`src/rtl/bus_unstick_pkg.sv`:
```
package bus_unstick_pkg;
   typedef enum logic [2:0] {
      ST_WATCH   = 3'd0,
      ST_HOLDOFF = 3'd1,
      ST_CLK_LO  = 3'd2,
      ST_CLK_HI  = 3'd3,
      ST_STOP_SU = 3'd4,
      ST_STOP_HD = 3'd5
   } unstick_state_e;
endpackage

```
`src/rtl/bus_unstick_lowtimer.sv`:
```
// Counts consecutive samples with a low bus line; flags the limit sample.
module bus_unstick_lowtimer #(
   parameter int unsigned LIMIT = 370000
) (
   input  logic clk,
   input  logic rst_n,
   input  logic arm,
   input  logic line_low,
   output logic expired
);
   localparam int unsigned CW = (LIMIT > 2) ? $clog2(LIMIT) : 1;
   localparam logic [CW-1:0] LAST = CW'(LIMIT - 1);

   logic [CW-1:0] cnt;

   always_ff @(posedge clk or negedge rst_n) begin
      if (!rst_n) begin
         cnt <= '0;
      end else if (!arm || !line_low) begin
         cnt <= '0;
      end else if (cnt != LAST) begin
         cnt <= cnt + 1'b1;
      end
   end

   assign expired = arm && line_low && (cnt == LAST);
endmodule

```
`src/rtl/bus_unstick_phase.sv`:
```
// Loadable down-counter timing one sequencer phase.
module bus_unstick_phase #(
   parameter int unsigned CW = 9
) (
   input  logic          clk,
   input  logic          rst_n,
   input  logic          load,
   input  logic [CW-1:0] len_m1,
   output logic          last
);
   logic [CW-1:0] cnt;

   always_ff @(posedge clk or negedge rst_n) begin
      if (!rst_n) begin
         cnt <= '0;
      end else if (load) begin
         cnt <= len_m1;
      end else if (cnt != '0) begin
         cnt <= cnt - 1'b1;
      end
   end

   assign last = (cnt == '0);
endmodule

```
`src/rtl/bus_unstick_fsm.sv`:
```
// Recovery sequencer: hold-off, clock pulses, STOP, done.
module bus_unstick_fsm
   import bus_unstick_pkg::*;
#(
   parameter int unsigned HOLDOFF_CYCLES = 400,
   parameter int unsigned HALF_CYCLES    = 50,
   parameter int unsigned MAX_PULSES     = 16,
   parameter bit          EARLY_SKIP     = 1'b1,
   parameter int unsigned PH_W           = 9
) (
   input  logic           clk,
   input  logic           rst_n,
   input  logic           inhibit,
   input  logic           sda_in,
   input  logic           expired,
   input  logic           ph_last,
   output logic           ph_load,
   output logic [PH_W-1:0] ph_len_m1,
   output unstick_state_e state_o,
   output logic           stuck_req,
   output logic           done
);
   localparam int unsigned PW = $clog2(MAX_PULSES + 1);
   localparam logic [PW-1:0] LAST_PULSE = PW'(MAX_PULSES - 1);

   unstick_state_e st, nx;
   logic [PW-1:0]  pulses;
   logic           skip_clocks;

   // Variant: whether a free SDA at the end of the hold-off skips clocking.
   generate
      if (EARLY_SKIP) begin : g_skip
         assign skip_clocks = sda_in;
      end else begin : g_noskip
         assign skip_clocks = 1'b0;
      end
   endgenerate

   always_comb begin
      nx = st;
      case (st)
         ST_WATCH:   if (expired) nx = ST_HOLDOFF;
         ST_HOLDOFF: if (ph_last) nx = skip_clocks ? ST_STOP_SU : ST_CLK_LO;
         ST_CLK_LO:  if (ph_last) nx = ST_CLK_HI;
         ST_CLK_HI:  if (ph_last) nx = (sda_in || pulses == LAST_PULSE) ? ST_STOP_SU : ST_CLK_LO;
         ST_STOP_SU: if (ph_last) nx = ST_STOP_HD;
         ST_STOP_HD: if (ph_last) nx = ST_WATCH;
         default:    nx = ST_WATCH;
      endcase
      if (inhibit) nx = ST_WATCH;
   end

   assign ph_load   = (nx != st) && (nx != ST_WATCH);
   assign ph_len_m1 = (nx == ST_HOLDOFF) ? PH_W'(HOLDOFF_CYCLES - 1) : PH_W'(HALF_CYCLES - 1);

   always_ff @(posedge clk or negedge rst_n) begin
      if (!rst_n) begin
         st        <= ST_WATCH;
         pulses    <= '0;
         stuck_req <= 1'b0;
         done      <= 1'b0;
      end else begin
         st        <= nx;
         stuck_req <= (st == ST_WATCH) && (nx == ST_HOLDOFF);
         done      <= (st == ST_STOP_HD) && (nx == ST_WATCH) && !inhibit;
         if (st == ST_WATCH) begin
            pulses <= '0;
         end else if (st == ST_CLK_HI && ph_last) begin
            pulses <= pulses + 1'b1;
         end
      end
   end

   assign state_o = st;
endmodule

```
`src/rtl/bus_unstick_seq.sv`:
```
// Top: stuck-low watchdog plus recovery sequencer for a two-wire bus.
module bus_unstick_seq
   import bus_unstick_pkg::*;
#(
   parameter int unsigned STUCK_CYCLES   = 370000,
   parameter int unsigned HOLDOFF_CYCLES = 400,
   parameter int unsigned HALF_CYCLES    = 50,
   parameter int unsigned MAX_PULSES     = 16,
   parameter bit          EARLY_SKIP     = 1'b1
) (
   input  logic clk,
   input  logic rst_n,
   input  logic scl_in,
   input  logic sda_in,
   input  logic inhibit,
   input  logic peer_stuck,
   output logic scl_pull,
   output logic sda_pull,
   output logic drv_off,
   output logic stuck_req,
   output logic done
);
   localparam int unsigned PH_MAX = (HOLDOFF_CYCLES > HALF_CYCLES) ? HOLDOFF_CYCLES : HALF_CYCLES;
   localparam int unsigned PH_W   = (PH_MAX > 2) ? $clog2(PH_MAX) : 1;

   generate
      if (STUCK_CYCLES < 2) begin : g_bad_stuck
         $error("STUCK_CYCLES must be at least 2");
      end
      if (HOLDOFF_CYCLES < 1 || HALF_CYCLES < 1) begin : g_bad_phase
         $error("phase lengths must be at least 1");
      end
      if (MAX_PULSES < 1) begin : g_bad_pulses
         $error("MAX_PULSES must be at least 1");
      end
   endgenerate

   unstick_state_e  st;
   logic            expired;
   logic            ph_load;
   logic            ph_last;
   logic [PH_W-1:0] ph_len_m1;

   bus_unstick_lowtimer #(.LIMIT(STUCK_CYCLES)) timer_i (
      .clk      (clk),
      .rst_n    (rst_n),
      .arm      ((st == ST_WATCH) && !inhibit),
      .line_low (!(scl_in && sda_in)),
      .expired  (expired)
   );

   bus_unstick_phase #(.CW(PH_W)) phase_i (
      .clk    (clk),
      .rst_n  (rst_n),
      .load   (ph_load),
      .len_m1 (ph_len_m1),
      .last   (ph_last)
   );

   bus_unstick_fsm #(
      .HOLDOFF_CYCLES (HOLDOFF_CYCLES),
      .HALF_CYCLES    (HALF_CYCLES),
      .MAX_PULSES     (MAX_PULSES),
      .EARLY_SKIP     (EARLY_SKIP),
      .PH_W           (PH_W)
   ) fsm_i (
      .clk       (clk),
      .rst_n     (rst_n),
      .inhibit   (inhibit),
      .sda_in    (sda_in),
      .expired   (expired),
      .ph_last   (ph_last),
      .ph_load   (ph_load),
      .ph_len_m1 (ph_len_m1),
      .state_o   (st),
      .stuck_req (stuck_req),
      .done      (done)
   );

   assign scl_pull = (st == ST_CLK_LO) || (st == ST_STOP_SU);
   assign sda_pull = (st == ST_STOP_SU) || (st == ST_STOP_HD);
   assign drv_off  = (st != ST_WATCH) || peer_stuck;
endmodule

```
`config.mk`:
```
export PLATFORM = sky130hd
export DESIGN_NAME = bus_unstick_seq
export DESIGN_NICKNAME = d
export VERILOG_FILES = /design/src/rtl/bus_unstick_pkg.sv /design/src/rtl/bus_unstick_lowtimer.sv /design/src/rtl/bus_unstick_phase.sv /design/src/rtl/bus_unstick_fsm.sv /design/src/rtl/bus_unstick_seq.sv
export SDC_FILE = /design/constraint.sdc
export NUM_CORES = 1
export LEC_CHECK = 0
export CELL_PAD_IN_SITES_DETAIL_PLACEMENT = 1
export CELL_PAD_IN_SITES_GLOBAL_PLACEMENT = 1
export CORE_MARGIN = 2
export CORE_UTILIZATION = 53
export CTS_CLUSTER_SIZE = 25
export DETAILED_ROUTE_END_ITERATION = 6
export DONT_BUFFER_PORTS = 1
export GPL_ROUTABILITY_DRIVEN = 0
export PLACE_DENSITY = 0.92
export RECOVER_POWER = 100
export REMOVE_ABC_BUFFERS = 1
export SLEW_MARGIN = 15
export SYNTH_ARGS = -nofsm -noshare
export SYNTH_HDL_FRONTEND = slang
export SYNTH_SLANG_ARGS = --single-unit
```
`constraint.sdc`:
```
create_clock -name clk -period 4.4 [get_ports clk]
set_input_delay 0.44 -clock clk [delete_from_list [all_inputs] [get_ports clk]]
set_output_delay 0.44 -clock clk [all_outputs]
set_load 0.05 [all_outputs]
```
# [Word level (Yosys, flattened, before mapping)]
# Index checks and enable logic that the tools add are counted.
[totals] out_inout_bits=5 wordCells=62 in_bits=6 reg_bits=38
[op_classes] n_mux=17 reduce_logical=26 n_eq_ne=10 n_addsub=3
[ops] op="$mux W19" count=2
[ops] op="$mux W3" count=9
[ops] op="$mux W9" count=3
[ops] op="$add A19 B1 Y19 const B" count=1
[ops] op="$eq A19 B19 Y1 const B" count=1
[ops] op="$ne A19 B19 Y1 const B" count=1
[ops] op="$pmux W3 S6" count=1
[ops] op="$mux W5" count=2
[ops] op="$logic_and A1 B1 Y1" count=9
[ops] op="$logic_not A9 Y1" count=1
[ops] op="$reduce_bool A9 Y1" count=1
[ops] op="$sub A9 B1 Y9 const B" count=1
[ops] op="$eq A3 B1 Y1 const B" count=2
[ops] op="$eq A3 B2 Y1 const B" count=2
[ops] op="$eq A3 B3 Y1 const B" count=2
[ops] op="$logic_not A3 Y1" count=2
[ops] op="$reduce_bool A2 Y1" count=3
[ops] op="$reduce_bool A3 Y1" count=2
[ops] op="$add A5 B1 Y5 const B" count=1
[ops] op="$eq A5 B4 Y1 const B" count=1
[ops] op="$logic_or A1 B1 Y1" count=5
[ops] op="$logic_not A1 Y1" count=3
[ops] op="$ne A3 B3 Y1" count=1

# [Logic depth before layout (Yosys ltp)]
[depth] depth_word=10 depth_mapped=6 mapped_depth_nobuf=6

# [Cells and area by module]
# A second synthesis with hierarchy kept.
[unflattened] hier_cells=247 area_unflattened_um2=2278.4
[modules_own_cells] mod="bus_unstick_lowtimer" seq_area_each_um2=475.5 area_each_um2=1022.2 n_inst=1 cells_per_inst=105
[modules_own_cells] mod="bus_unstick_fsm" seq_area_each_um2=250.2 area_each_um2=683.2 n_inst=1 cells_per_inst=79
[modules_own_cells] mod="bus_unstick_phase" seq_area_each_um2=225.2 area_each_um2=534.3 n_inst=1 cells_per_inst=57
[modules_own_cells] mod="bus_unstick_seq" seq_area_each_um2=0.0 area_each_um2=38.8 n_inst=1 cells_per_inst=6

# [Worst setup path before layout]
# Ideal clock, no wire load.
[synth_timing] path_type="register -> output" startpoint="register fsm_i.st[1] (netlist: fsm_i.state_o[1])" endpoint="output scl_pull" n_path_buf=2 setup_slack_ps=2318 arrival_ps=1642 t_required_ps=3960 stages_incl_launch_ff=5 cell_sequence="dfrtp_1 clkbuf_1 clkbuf_1 xnor2_1 nor2_1"
[synth_between] elab_chain_len=2 word_cells_on_any_way=3 cone_classes="eq/ne: 2; reduce/logical: 1"
[synth_lines] element="from (decl)" line_no="bus_unstick_fsm.sv:26" text="unstick_state_e st, nx;"
[synth_lines] element="from (signal assigned)" line_no="bus_unstick_fsm.sv:63" text="st <= nx;"
[synth_lines] element="$eq A3 B2 Y1 / $eq A3 B3 Y1 (equally long branches)" line_no="bus_unstick_seq.sv:80" text="assign scl_pull = (st == ST_CLK_LO) || (st == ST_STOP_SU);"
[synth_lines] element="$logic_or A1 B1 Y1 (*)" line_no="bus_unstick_seq.sv:80"
[synth_lines] element="to (decl)" line_no="bus_unstick_seq.sv:17" text="output logic scl_pull,"
# Mark *: on every way between the ends. The rest lies on a longest branch, timed or not.

# [Final worst setup path]
[layout_timing] startpoint="register phase_i.cnt[0]" endpoint="register fsm_i.st[2] (netlist: fsm_i.state_o[2])"
[layout_between] elab_chain_len=4 word_cells_on_any_way=8 cone_classes="mux: 7; reduce/logical: 1"
[layout_lines] element="from (decl)" line_no="bus_unstick_phase.sv:11" text="logic [CW-1:0] cnt;"
[layout_lines] element="from (signal assigned)" line_no="bus_unstick_phase.sv:17" text="cnt <= len_m1;"
[layout_lines] element="from (signal assigned)" line_no="bus_unstick_phase.sv:19" text="cnt <= cnt - 1'b1;"
[layout_lines] element="$logic_not A9 Y1 (*)" line_no="bus_unstick_phase.sv:23" text="assign last = (cnt == '0);"
[layout_lines] element="$mux W3 (on tied branches)"
[layout_lines] element="$pmux W3 S6 (*)" line_no="bus_unstick_fsm.sv:41" text="case (st)"
[layout_lines] element="$mux W3 (*)" line_no="bus_unstick_fsm.sv:50" text="if (inhibit) nx = ST_WATCH;"
[layout_lines] element="named net fsm_i.nx[2]" line_no="bus_unstick_fsm.sv:26"
# Mark *: on every way through the listed nets, which the timed path passes. The rest lies on a longest branch.
# A chain may end at the register's enable or synchronous reset.

==> impl_metrics.ini <==
[critical_path]
crit_path_start_kind = flop
arrival_ns = 3.11
path_class = flop to flop
reg2reg_depth = 6
rr_startpoint = phase_i.cnt[0]$_DFFE_PN0P_
cp-end-kind = flop
critPathMaxFanout = 8
crit_start = phase_i.cnt[0]$_DFFE_PN0P_
critPathRequiredTime_ns = 4.61
r2r_setup_slack_ns = 1.50
r2r-end = fsm_i.state_o[2]$_DFF_PN0_
cp-endpoint = fsm_i.state_o[2]$_DFF_PN0_

[synth]
synthTopCellsByArea = dfrtp_1 (43%), nor2_1 (3.8%), xnor2_1 (3.6%), a21oi_1 (3.0%), ha_1 (2.9%)
synth_most_common_cell = dfrtp_1
synthDistinctLibCells = 49
synth-edff-count = 0
synthCells = 231
yosysTopAreaCell = dfrtp_1
synth_top_area_share = 0.434
synthArstFlopShare = 1.00
synth_seq_cells = 38
synth_common_cells = dfrtp_1 (38), nor2_1 (22), nand2_1 (14)
synth_top_family_by_area = simple AND/OR/NAND/NOR gates
seq_area_frac_synth = 0.434
synthAdderAreaFrac = 0.0285
synthMuxAreaShare = 0.0137
syn_area_mm2 = 0.00219
yosys.area_share.simple = 0.272
synth_compound_area_frac = 0.165
syn_avg_cell_area_um2 = 9.50
synth_xor_area_frac = 0.0559
ys_warn_count = 0
synth_flop_cell = dfrtp_1

[routing]
wire_per_inst_um = 18.5
first_pass_iters = 4
wirelength_um = 5240
drc = 0
via_count = 1790
drtAntennaViolNets = 0
viasPerCell = 6.33
drtIter0Drc = 77

[cells_and_area]
layout-drive-gt1-share = 0.0644
fin_nets = 243
fin_util = 0.576
antenna-diode-count = 0
syn_to_final_growth_pct = 4.96

[pwr]
power.density_mw_per_mm2 = 292
peakVddDrop_mv = 0.188
leakage_nw = 0.882

[floorplan]
die_w_um = 68.3
ios = 11
rows = 23
fp.coreArea_mm2 = 0.00400
dieArea_mm2 = 0.00467
die_y_um = 68.3
start_util = 0.548

[timing]
tightest_slew_ns = 2.09
hold_viol_final = 0
final-setup-viol-count = 0
setup_tns_ns = 0
timing.final.crit_share = 0.660
max_freq_mhz = 344
rsz0062_at_grt = no
fin_skew_ns = 0.00888
timing.slew.headroom = -0.392
maxSlewViolCount = 39
fin_crit_ns = 2.90

[global_route]
grt_pass1_vias = 1795
grt_pass1_wl_um = 8440
track_usage = 0.245
grt-ovfl-total = 0
grt_max_degree = 39
antenna_found_initial = 0

[job]
drv_cap = 1

[place]
io_buffers = 0
hpwlAfterDp_um = 3570

[worst_hold_path]
holdPathStages = 1
hold_start = inhibit
hp-class = input pin to flop

[cts]
cts_sinks = 38
h-tree-depth = 2
cts-root-buf = clkbuf_8
cts_tree = built
post_cts_resized = 0
cts.path.max_buffers = 2
clk_latency_ns = 0.29
numCtsBuffers = 5
clk_pin_slew_ns = 0.08

[outcome]
status = finished, violations left
violations = capacitance limit, slew limit
==> how the worst min path moves through the flow <==
stage | endpoint
final | fsm_i.state_o[0]$_DFF_PN0_
after global routing | fsm_i.state_o[1]$_DFF_PN0_
after CTS | fsm_i.state_o[0]$_DFF_PN0_
after detailed placement | timer_i.cnt[16]$_DFFE_PN0N_
after global placement | timer_i.cnt[15]$_DFFE_PN0N_
after floorplan | fsm_i.done$_DFF_PN0_
==> cell type report <==
cell class                      count  area [um2]
Clock buffer                        5        68.8
Fill cell                         463        1700
Clock inverter                      3        40.0
Sequential cell                    38         951
Multi-Input combinational cell    175        1130
Tap cell                           50        62.6
Timing Repair Buffer                2        13.8
Inverter                           10        37.5
==> cells by family after synthesis <==
family	after synthesis
adder cells (fa/ha/maj)	5
AND/OR/NAND/NOR	99
flip-flops	38
buffers and inverters	18
multiplexers	3
XOR/XNOR	14
AO/OA/AOI/OAI	54
==> critical path, cell delays in order (launching register included) <==
cell	delay (ns)
dfrtp_1	0.41
inv_1	0.12
ha_1	0.18
nor4b_1	1.00
nand3_1	0.50
or3_1	0.47
a21oi_1	0.15
==> registers in the layout, indices dropped and copies added, names as in the netlist <==
register	cells
phase_i.cnt	9
fsm_i.done	1
fsm_i.stuck_req	1
fsm_i.pulses	5
fsm_i.state_o	3
timer_i.cnt	19
==> metal layers <==
layer,up-vias,GRT usage,routed length (um)
met5,-,0,0
met4,0,0.105,73
met3,9,0.0493,148
met2,24,0.420,2700
met1,895,0.297,2320
li1,862,-,-
==> placed cells by master (no fill, tap or decap), types with 3 or more instances in the layout <==
| cell | instances |
|---|---|
| nand3_1 | 10 |
| mux2i_1 | 3 |
| xnor2_1 | 9 |
| nor4_1 | 4 |
| xor2_1 | 5 |
| ha_1 | 5 |
| nand2_1 | 14 |
| nor2_1 | 22 |
| or4_4 | 3 |
| inv_1 | 10 |
| dfrtp_1 | 38 |
| nor3_1 | 11 |
| nand4_1 | 8 |
| or3_1 | 7 |
| a21oi_1 | 13 |
| o21ai_0 | 7 |
| o21ai_1 | 7 |
| o22ai_1 | 3 |
| a31oi_1 | 4 |
| clkbuf_8 | 5 |
| and3_1 | 6 |
| a22o_1 | 3 |
==> timing repair <==
item,in CTS,in global routing
buffers inserted,0,0
hold endpoints to repair,38,0
hold buffers,2,0
==> metrics by stage <==
step | instances | worst slack, ns | power [mW] | area (um2) | hold slack, ns
4_1_cts | 283 | 1.98 | 0.682 | 2360 | 0.188
6_report | 283 | 1.50 | 0.672 | 2300 | 0.212
5_1_grt | 283 | 1.16 | 0.695 | 2300 | 0.193
3_5_place_dp | 273 | 2.27 | 0.376 | 2230 | 0.145
2_1_floorplan | 223 | 2.49 | 0.372 | 2160 | 0.144
3_3_place_gp | 273 | 2.33 | 0.376 | 2230 | 0.146
==> power by group <==
| part | switching (mW) | internal [mW] |
|---|---|---|
| clock network | 0.128 | 0.167 |
| registers | 0.00439 | 0.352 |
| logic | 0.0161 | 0.00471 |
| total | 0.148 | 0.523 |
Power figures use the tool's default switching activity.
